## config.mk

```make
export PLATFORM = sky130hd
export DESIGN_NAME = mgmt_frame_ctrl
export DESIGN_NICKNAME = d
export VERILOG_FILES = /design/src/rtl/mgmt_pkg.sv /design/src/rtl/mgmt_mdc_gen.sv /design/src/rtl/mgmt_frame_seq.sv /design/src/rtl/mgmt_regs.sv /design/src/rtl/mgmt_frame_ctrl.sv
export SDC_FILE = /design/constraint.sdc
export NUM_CORES = 1
export LEC_CHECK = 0
export ABC_AREA = 1
export ABC_CLOCK_PERIOD_IN_PS = 2810
export BUFFER_PORTS_ARGS = -buffer_cell sky130_fd_sc_hd__clkbuf_2
export CORE_MARGIN = 5
export CORE_UTILIZATION = 26
export DETAILED_ROUTE_END_ITERATION = 8
export REMOVE_ABC_BUFFERS = 1
export SKIP_LAST_GASP = 1
export SYNTH_ARGS = -nofsm -noshare
export SYNTH_HDL_FRONTEND = slang
export SYNTH_SLANG_ARGS = --single-unit
```

## constraint.sdc

```tcl
create_clock -name clk -period 2.81 [get_ports clk]
set_clock_uncertainty 0.05 [all_clocks]
set_input_delay 0.562 -clock clk [delete_from_list [all_inputs] [get_ports clk]]
set_output_delay 0.562 -clock clk [all_outputs]
set_load 0.005 [all_outputs]
```

## src/rtl/mgmt_pkg.sv

```systemverilog
package mgmt_pkg;

  localparam int CMD_W     = 32;
  localparam int DATA_BITS = 16;
  localparam int TA_BITS   = 2;

  typedef enum logic [1:0] {
    REG_CMD = 2'd0,
    REG_DIV = 2'd1,
    REG_EVT = 2'd2
  } reg_sel_e;

  // read opcode lives in bits 29:28 of the pre-encoded command word
  function automatic logic cmd_is_read(input logic [CMD_W-1:0] c);
    return c[29:28] == 2'b10;
  endfunction

  // bit sent at position idx of the frame (positions at or above CMD_W are preamble)
  function automatic logic frame_bit(input logic [CMD_W-1:0] c, input int idx);
    if (idx >= CMD_W) return 1'b1;
    return c[idx];
  endfunction

  // master lets go of the line during turnaround and data of a read
  function automatic logic line_released(input logic is_rd, input int idx);
    return is_rd && (idx < DATA_BITS + TA_BITS);
  endfunction

  function automatic logic in_data_window(input int idx);
    return idx < DATA_BITS;
  endfunction

endpackage

```

## src/rtl/mgmt_mdc_gen.sv

```systemverilog
module mgmt_mdc_gen #(
  parameter int DIV_W = 8
) (
  input  logic             clk,
  input  logic             rst_n,
  input  logic             run,
  input  logic [DIV_W-1:0] div,
  output logic             mdc,
  output logic             rise_tick,
  output logic             fall_tick
);

  localparam logic [DIV_W-1:0] ONE = DIV_W'(1);

  logic [DIV_W-1:0] cnt_q;
  logic             mdc_q;
  logic             half_end;

  assign half_end  = run && (cnt_q == div - ONE);
  assign rise_tick = half_end && !mdc_q;
  assign fall_tick = half_end && mdc_q;
  assign mdc       = mdc_q;

  always_ff @(posedge clk or negedge rst_n) begin
    if (!rst_n) begin
      cnt_q <= '0;
      mdc_q <= 1'b0;
    end else if (!run) begin
      cnt_q <= '0;
      mdc_q <= 1'b0;
    end else if (half_end) begin
      cnt_q <= '0;
      mdc_q <= ~mdc_q;
    end else begin
      cnt_q <= cnt_q + ONE;
    end
  end

  // the half-period counter never passes the divider
  p_cnt_bound_r3: assert property (@(posedge clk) disable iff (!rst_n)
    run |-> (cnt_q < div));

endmodule

```

## src/rtl/mgmt_frame_seq.sv

```systemverilog
module mgmt_frame_seq
  import mgmt_pkg::*;
#(
  parameter int PRE_LEN = 32
) (
  input  logic                 clk,
  input  logic                 rst_n,
  input  logic                 start,
  input  logic [CMD_W-1:0]     cmd,
  input  logic                 rise_tick,
  input  logic                 fall_tick,
  input  logic                 mdc,
  input  logic                 mdio_i,
  output logic                 busy,
  output logic                 mdio_o,
  output logic                 mdio_oe,
  output logic                 done,
  output logic                 rd_valid,
  output logic [DATA_BITS-1:0] rd_data
);

  localparam int TOTAL = PRE_LEN + CMD_W;
  localparam int IDX_W = $clog2(TOTAL);
  localparam logic [IDX_W-1:0] IDX_TOP = IDX_W'(TOTAL - 1);
  localparam logic [IDX_W-1:0] IDX_ONE = IDX_W'(1);

  logic                 busy_q;
  logic [IDX_W-1:0]     idx_q;
  logic [DATA_BITS-1:0] rx_q;
  logic                 is_rd;
  logic                 last_bit;
  int                   idx_i;

  assign idx_i    = int'(idx_q);
  assign is_rd    = cmd_is_read(cmd);
  assign last_bit = busy_q && fall_tick && (idx_q == '0);

  always_ff @(posedge clk or negedge rst_n) begin
    if (!rst_n) begin
      busy_q <= 1'b0;
      idx_q  <= '0;
      rx_q   <= '0;
    end else if (start && !busy_q) begin
      busy_q <= 1'b1;
      idx_q  <= IDX_TOP;
      rx_q   <= '0;
    end else if (busy_q) begin
      if (rise_tick && is_rd && in_data_window(idx_i))
        rx_q <= {rx_q[DATA_BITS-2:0], mdio_i};
      if (fall_tick) begin
        if (idx_q == '0) busy_q <= 1'b0;
        else             idx_q  <= idx_q - IDX_ONE;
      end
    end
  end

  assign busy     = busy_q;
  assign mdio_o   = busy_q ? frame_bit(cmd, idx_i) : 1'b1;
  assign mdio_oe  = busy_q && !line_released(is_rd, idx_i);
  assign done     = last_bit;
  assign rd_valid = last_bit && is_rd;
  assign rd_data  = rx_q;

  // inside a frame the driven bit moves only together with a falling MDC
  p_mdio_on_fall_r2: assert property (@(posedge clk) disable iff (!rst_n)
    (busy_q && $past(busy_q) && !$stable(mdio_o)) |-> $fell(mdc));

  // the bit position advances only on a falling MDC edge
  p_idx_on_fall_r2: assert property (@(posedge clk) disable iff (!rst_n)
    (busy_q && $past(busy_q) && !$stable(idx_q)) |-> $fell(mdc));

endmodule

```

## src/rtl/mgmt_regs.sv

```systemverilog
module mgmt_regs
  import mgmt_pkg::*;
#(
  parameter int DIV_W   = 8,
  parameter int EVT_BIT = 23
) (
  input  logic                 clk,
  input  logic                 rst_n,
  input  logic [1:0]           reg_addr,
  input  logic                 reg_wr,
  input  logic [CMD_W-1:0]     reg_wdata,
  output logic [CMD_W-1:0]     reg_rdata,
  input  logic                 busy,
  input  logic                 done,
  input  logic                 rd_valid,
  input  logic [DATA_BITS-1:0] rd_data,
  output logic [CMD_W-1:0]     cmd,
  output logic [DIV_W-1:0]     div,
  output logic                 start
);

  logic [CMD_W-1:0] cmd_q;
  logic [DIV_W-1:0] div_q;
  logic             evt_q;
  logic             cmd_wr, div_wr, evt_clr;

  assign cmd_wr  = reg_wr && (reg_addr == REG_CMD) && !busy;
  assign div_wr  = reg_wr && (reg_addr == REG_DIV) && !busy;
  assign evt_clr = reg_wr && (reg_addr == REG_EVT) && reg_wdata[EVT_BIT];
  assign start   = cmd_wr && (div_q != '0);

  always_ff @(posedge clk or negedge rst_n) begin
    if (!rst_n) begin
      cmd_q <= '0;
      div_q <= '0;
      evt_q <= 1'b0;
    end else begin
      if (cmd_wr)        cmd_q <= reg_wdata;
      else if (rd_valid) cmd_q[DATA_BITS-1:0] <= rd_data;
      if (div_wr)        div_q <= reg_wdata[DIV_W-1:0];
      if (done)          evt_q <= 1'b1;
      else if (evt_clr)  evt_q <= 1'b0;
    end
  end

  always_comb begin
    reg_rdata = '0;
    case (reg_addr)
      REG_CMD: reg_rdata = cmd_q;
      REG_DIV: reg_rdata[DIV_W-1:0] = div_q;
      REG_EVT: reg_rdata[EVT_BIT] = evt_q;
      default: reg_rdata = '0;
    endcase
  end

  assign cmd = cmd_q;
  assign div = div_q;

  // command word frozen for the whole frame
  p_cmd_hold_r9: assert property (@(posedge clk) disable iff (!rst_n)
    (busy && $past(busy)) |-> $stable(cmd_q));

  // divider frozen for the whole frame
  p_div_hold_r9: assert property (@(posedge clk) disable iff (!rst_n)
    (busy && $past(busy)) |-> $stable(div_q));

  // no frame can be in flight with a zero divider
  p_no_frame_div0_r8: assert property (@(posedge clk) disable iff (!rst_n)
    (div_q == '0) |-> !busy);

  // flag rises only after the sequencer reports the end of a frame
  p_evt_after_done_r6: assert property (@(posedge clk) disable iff (!rst_n)
    $rose(evt_q) |-> $past(done));

  // flag holds unless a clearing write arrives
  p_evt_sticky_r6: assert property (@(posedge clk) disable iff (!rst_n)
    (evt_q && !evt_clr) |=> evt_q);

endmodule

```

## src/rtl/mgmt_frame_ctrl.sv

```systemverilog
module mgmt_frame_ctrl
  import mgmt_pkg::*;
#(
  parameter int DIV_W   = 8,
  parameter int PRE_LEN = 32,
  parameter int EVT_BIT = 23
) (
  input  logic        clk,
  input  logic        rst_n,
  input  logic [1:0]  reg_addr,
  input  logic        reg_wr,
  input  logic [31:0] reg_wdata,
  output logic [31:0] reg_rdata,
  input  logic        mdio_i,
  output logic        mdc,
  output logic        mdio_o,
  output logic        mdio_oe
);

  logic [CMD_W-1:0]     cmd;
  logic [DIV_W-1:0]     div;
  logic                 start, busy, done, rd_valid;
  logic [DATA_BITS-1:0] rd_data;
  logic                 rise_tick, fall_tick;

  mgmt_regs #(.DIV_W(DIV_W), .EVT_BIT(EVT_BIT)) u_regs (
    .clk      (clk),
    .rst_n    (rst_n),
    .reg_addr (reg_addr),
    .reg_wr   (reg_wr),
    .reg_wdata(reg_wdata),
    .reg_rdata(reg_rdata),
    .busy     (busy),
    .done     (done),
    .rd_valid (rd_valid),
    .rd_data  (rd_data),
    .cmd      (cmd),
    .div      (div),
    .start    (start)
  );

  mgmt_mdc_gen #(.DIV_W(DIV_W)) u_mdc (
    .clk      (clk),
    .rst_n    (rst_n),
    .run      (busy),
    .div      (div),
    .mdc      (mdc),
    .rise_tick(rise_tick),
    .fall_tick(fall_tick)
  );

  mgmt_frame_seq #(.PRE_LEN(PRE_LEN)) u_seq (
    .clk      (clk),
    .rst_n    (rst_n),
    .start    (start),
    .cmd      (cmd),
    .rise_tick(rise_tick),
    .fall_tick(fall_tick),
    .mdc      (mdc),
    .mdio_i   (mdio_i),
    .busy     (busy),
    .mdio_o   (mdio_o),
    .mdio_oe  (mdio_oe),
    .done     (done),
    .rd_valid (rd_valid),
    .rd_data  (rd_data)
  );

  // the master lets go of the line only inside a read frame
  p_release_only_read_r4: assert property (@(posedge clk) disable iff (!rst_n)
    (busy && !mdio_oe) |-> (cmd[29:28] == 2'b10));

endmodule

```

## Word-level counts from Yosys, hierarchy flattened

Index checks and enable logic that the tools add are counted.
Widths: inputs -> output; s select.

| storage, ports and cells | value |
|---|---|
| flip-flop bits (word level) | 73 |
| bits in latches | 0 |
| bits in writable memories | 0 |
| memory bits (read-only) | 0 |
| input port bits | 38 |
| output and inout port bits | 35 |
| memories kept | 0 |

| operators by class | value |
|---|---|
| add/subtract/negate cells | 3 |
| $mul | 0 |
| divide/modulo/power cells | 0 |
| order comparisons | 4 |
| eq/ne operators | 6 |
| shift-type cells | 0 |
| multiplexer cells | 29 |
| bitwise operators | 1 |
| reduce and logical (&&, ||, !) cells | 31 |

Operators with widths:

| kind | number |
|---|---|
| $mux 16 | 5 |
| $mux 6 | 4 |
| $mux 8 | 3 |
| $logic_and 1x1->1 | 18 |
| $pmux 8 s2 | 1 |
| $mux 15 | 1 |
| $mux 1 | 13 |
| $lt 6x5->1 const B | 2 |
| $reduce_bool 2->1 | 5 |
| $add 8x1->8 const B | 1 |
| $eq 8x8->1 | 1 |
| $reduce_bool 8->1 | 1 |
| $sub 8x1->8 const B | 1 |
| $ge 6x6->1 const B | 1 |
| $logic_not 6->1 | 1 |
| $lt 6x6->1 const B | 1 |
| $sub 6x1->6 const B | 1 |
| $bmux 1 s5 | 1 |
| $eq 2x2->1 const B | 2 |
| $logic_not 1->1 | 3 |
| $reduce_and 3->1 | 1 |
| $eq 2x1->1 const B | 1 |
| $logic_not 2->1 | 1 |
| $ne 2x1->1 const B | 1 |
| 4 further kinds | 4 |

## Longest topological paths before layout

| depth | value |
|---|---|
| depth after elaboration | 9 |
| depth in mapped cells | 17 |

## Modules after synthesis

Synthesis repeated with hierarchy kept, for this count alone.

| unflattened totals | value |
|---|---|
| cells, all modules | 651 |
| area, all modules | 4596.9 µm² |

Modules (own cells, without submodules):

| module | times used | cells an instance | area each (µm²) | seq. area each (µm²) |
|---|---|---|---|---|
| mgmt_regs | 1 | 329 | 2289.7 | 1026.0 |
| mgmt_frame_seq | 1 | 203 | 1541.5 | 575.6 |
| mgmt_mdc_gen | 1 | 119 | 765.7 | 225.2 |

## Worst setup path before layout

OpenSTA, ideal clock, no wires.

| path | value |
|---|---|
| path type | reg2out |
| start point | register u_seq.idx_q[0] |
| end point | output mdio_o |
| arrival time | 1.442 ns |
| required time | 2.198 ns |
| path slack | 0.756 ns |
| cell stages (with the launch flop) | 9 |
| path buffers | 2 |
| cell sequence | dfrtp_1 -> clkbuf_1 -> inv_1 -> clkbuf_1 -> nor2_1 -> o22ai_1 -> nand2_1 -> a32o_1 -> nand2_1 |

| between the ends | value |
|---|---|
| word-level cells in the longest chain between the ends | 4 |
| elaborated cells on any way between the ends | 6 |
| those cells by class | order compare: 1; mux: 5 |

RTL lines:

| element | line | RTL |
|---|---|---|
| from (decl) | mgmt_frame_seq.sv:28 | `logic [IDX_W-1:0] idx_q;` |
| from (signal assigned) | mgmt_frame_seq.sv:52 | `else idx_q <= idx_q - IDX_ONE;` |
| $bmux 1 s5 or $ge 6x6->1 (tied branches) | mgmt_pkg.sv:21, mgmt_pkg.sv:20 |  |
| $mux 1 (on tied branches) | mgmt_pkg.sv:21, mgmt_pkg.sv:20 |  |
| $mux 1 (*) | mgmt_pkg.sv:21 | `return c[idx];` |
| $mux 1 (*) | mgmt_frame_seq.sv:58 | `assign mdio_o = busy_q ? frame_bit(cmd, idx_i) : 1'b1;` |
| to (decl) | mgmt_frame_ctrl.sv:16 | `output logic mdio_o,` |

Mark *: on every way between the ends. The rest lies on a longest branch, timed or not. The select of a mux whose other input is x is not followed.

## Worst setup path in the final report

| path | value |
|---|---|
| start point | register u_seq.idx_q[1] |
| end point | output mdio_o |

The elaborated chain is that of the path after synthesis.

==> results.json <==
{
  "final_common_cell": "nand2_1",
  "path_clk_slew_ns": 0.06,
  "cts_setup_buffers": 0,
  "route.detailed.drc": 0,
  "viasPerCell": 4.44,
  "cp_max_fo": 8,
  "layout_common_cells": "157 x nand2_1, 74 x inv_1, 73 x dfrtp_1, 71 x o21ai_0, 71 x clkbuf_2",
  "ff2ff_setup_slack_ns": 0.44,
  "end_kind": "primary output",
  "ys_seq_area_share_pct": 44.3,
  "crit_chain": "buf_4 > nor3_1 > o211ai_1 > nand3_1 > a21oi_1 > a32o_1 > nand2_1 > clkbuf_2",
  "antenna_found_initial": 0,
  "fin_crit_sh_pct": 90.0,
  "final_antenna_net_count": 0,
  "grt_use_met3_pct": 2.48,
  "p_sw_mw": 0.739,
  "worstReg2RegEnd": "u_seq.rd_data[10]$_DFFE_PN0P_",
  "std_cell_rows": 46,
  "maxSlewViolCount": 0,
  "status": "complete, no violations",
  "dieArea_um2": 18500,
  "wirelength_um": 11500,
  "cts-root-buf": "clkbuf_16",
  "final.min_clock_period_ns": 2.53,
  "r2r-start": "u_regs.div[0]$_DFFE_PN0P_",
  "cp_slowest_cell": "dfrtp_1",
  "ys_ff_latch": 73,
  "drive_above_1_share_pct": 16.7,
  "grtUsageMet2_pct": 20.4,
  "die_h_um": 136,
  "use_met1_pct": 18.5,
  "hold_viol": 0,
  "place_congestion": 0.880,
  "grt_usage_pct": 13.1,
  "synth_edf_count": 0,
  "clock-sinks": 73,
  "power_frac_comb_pct": 12.7,
  "pwr-share-clk_pct": 44.4,
  "gr-total-overflow": 0,
  "syn_area_per_cell_um2": 7.10,
  "final_cell_area_um2": 5030,
  "r2r_cells": 14,
  "yosys_warnings": 0,
  "cts_hold_buf": 0,
  "drt_first_pass_iters": 5,
  "grt_pass1_wl_um": 18900,
  "critical_path_required_ns": 2.20,
  "cp-start-kind": "flip-flop",
  "drtIter0Drc": 322,
  "dp_hpwl_um": 8740,
  "p_sw_share_pct": 26.5,
  "vdd_ir_drop_max_mv": 0.295,
  "utilization_pct": 32.0,
  "routedWlPerCell_um": 13.3,
  "grt_busiest_layer": "met2",
  "timing.fmax_ghz": 0.396,
  "cts_made_buffers": 9,
  "grt_max_degree": 54,
  "first_global_vias": 3679,
  "chipWidth_um": 136,
  "maxCapViolCount": 0,
  "clk_path_buf_depth": 2,
  "cts_tree": "done",
  "synth_area_um2": 4120,
  "post_synth_inst_count": 580,
  "insertion_delay_ns": 0.34,
  "io_buffer_count": 72,
  "htree_levels": 3,
  "hold_slack_ns": 0.141,
  "io_pins": 73,
  "crit_type": "flip-flop to primary output",
  "place_area_um2": 4710,
  "core-area_um2": 15700,
  "async_flop_share_pct": 100,
  "ys_types": 34,
  "rsz0062_at_grt": "no",
  "area_growth_pct": 22.2,
  "slowest_delay_ns": 0.47,
  "internal_power_mw": 2.05,
  "power.density_nw_per_um2": 555,
  "n_antenna_cell": 0,
  "vias": 3854,
  "setup_viol": 0,
  "cts_resized": 0,
  "tightestPinTransition_ns": 0.757,
  "p_leak_nw": 2.65,
  "start_util_pct": 26.2,
  "seqPwrFrac_pct": 42.9,
  "fin_ws_ns": 0.282,
  "place_ws_ns": 0.371,
  "crit_arrival_ns": 1.92,
  "slew_headroom_pct": 49.1,
  "synth-main-ff-cell": "dfrtp_1",
  "hp-class": "input pin to asynchronous set/reset pin",
  "nets": 689
}
-- worst max path at each step --
stage | startpoint | to | slack [ns] | depth (start not counted)
after detailed placement | u_regs.div[0]$_DFFE_PN0P_ | u_seq.rd_data[10]$_DFFE_PN0P_ | 0.37 | 13
after floorplan | reg_addr[0] | u_seq.idx_q[0]$_DFFE_PN0P_ | -0.99 | 7
final | u_seq.idx_q[1]$_DFFE_PN0P_ | mdio_o | 0.28 | 8
after CTS | u_seq.idx_q[1]$_DFFE_PN0P_ | mdio_o | 0.22 | 8
after global routing | u_seq.idx_q[1]$_DFFE_PN0P_ | mdio_o | 0.07 | 8
after global placement | u_regs.div[3]$_DFFE_PN0P_ | u_seq.rd_data[15]$_DFFE_PN0P_ | 0.39 | 12
-- cell type report --
| class | count | area, um^2 |
|---|---|---|
| Clock buffer | 10 | 229 |
| Clock inverter | 6 | 91.3 |
| Fill cell | 1723 | 10700 |
| Inverter | 79 | 297 |
| Multi-Input combinational cell | 403 | 1880 |
| Sequential cell | 73 | 1830 |
| Tap cell | 216 | 270 |
| Timing Repair Buffer | 81 | 440 |
-- Yosys cell counts, drive strengths merged, types with 2 or more instances --
master / number / share of area [%]
nor3: 3 / 0.36
dfrtp: 73 / 44
o22ai: 3 / 0.46
nand3: 53 / 6.9
clkbuf: 16 / 1.5
a21oi: 18 / 2.2
nand4: 4 / 0.61
nand2: 160 / 15
nor2: 61 / 5.9
nor3b: 2 / 0.36
buf: 9 / 1.5
xnor2: 3 / 0.64
xor2: 4 / 0.85
ha: 4 / 1.2
o21ai: 82 / 10
inv: 78 / 7.1
-- critical path: cells and delay by family, from the launching register on --
kind                   cells  cell delay [ns]
flip-flops                 1             0.47
AND/OR/NAND/NOR            3             0.41
AO/OA/AOI/OAI              3             0.38
buffers and inverters      2             0.32
-- layer usage --
metal / part of all wire, % / wire length (um)
met2: 46 / 5350
met5: 0 / 0
met1: 49 / 5630
met3: 3.8 / 433
met4: 0.99 / 114
-- logic make-up (layout without fill, tap and decap cells) --
| family | Yosys count | count (layout) | synth area share [%] |
|---|---|---|---|
| AO/OA/AOI/OAI | 108 | 108 | 13.6 |
| XOR/XNOR | 7 | 7 | 1.49 |
| adder cells (fa/ha/maj) | 4 | 4 | 1.21 |
| buffers and inverters | 104 | 176 | 10.2 |
| flip-flops | 73 | 73 | 44.3 |
| AND/OR/NAND/NOR | 284 | 284 | 29.2 |
-- metrics by stage --
stage	instances	TNS, ns	power (mW)
floorplan	555	-17.60	1.42
global placement	852	0	1.57
detailed placement	852	0	1.57
CTS	868	0	2.84
global route	868	0	2.94
finish	868	0	2.79
-- flip-flops by register name, indices dropped and copies added, names as in the netlist --
register / flops
u_seq.rd_data: 16
u_mdc.cnt_q: 8
u_regs.evt_q: 1
u_regs.cmd: 32
u_regs.div: 8
u_seq.busy: 1
u_seq.idx_q: 6
u_mdc.mdc: 1
-- power groups by stage --
stage	Clock, mW	Sequential (mW)	Combinational, mW
2_1_floorplan	0	1.19	0.231
3_3_place_gp	0	1.22	0.356
3_5_place_dp	0	1.22	0.359
4_1_cts	1.28	1.20	0.360
5_1_grt	1.32	1.21	0.410
6_report	1.24	1.20	0.354
(Power assumes the default switching activity.)
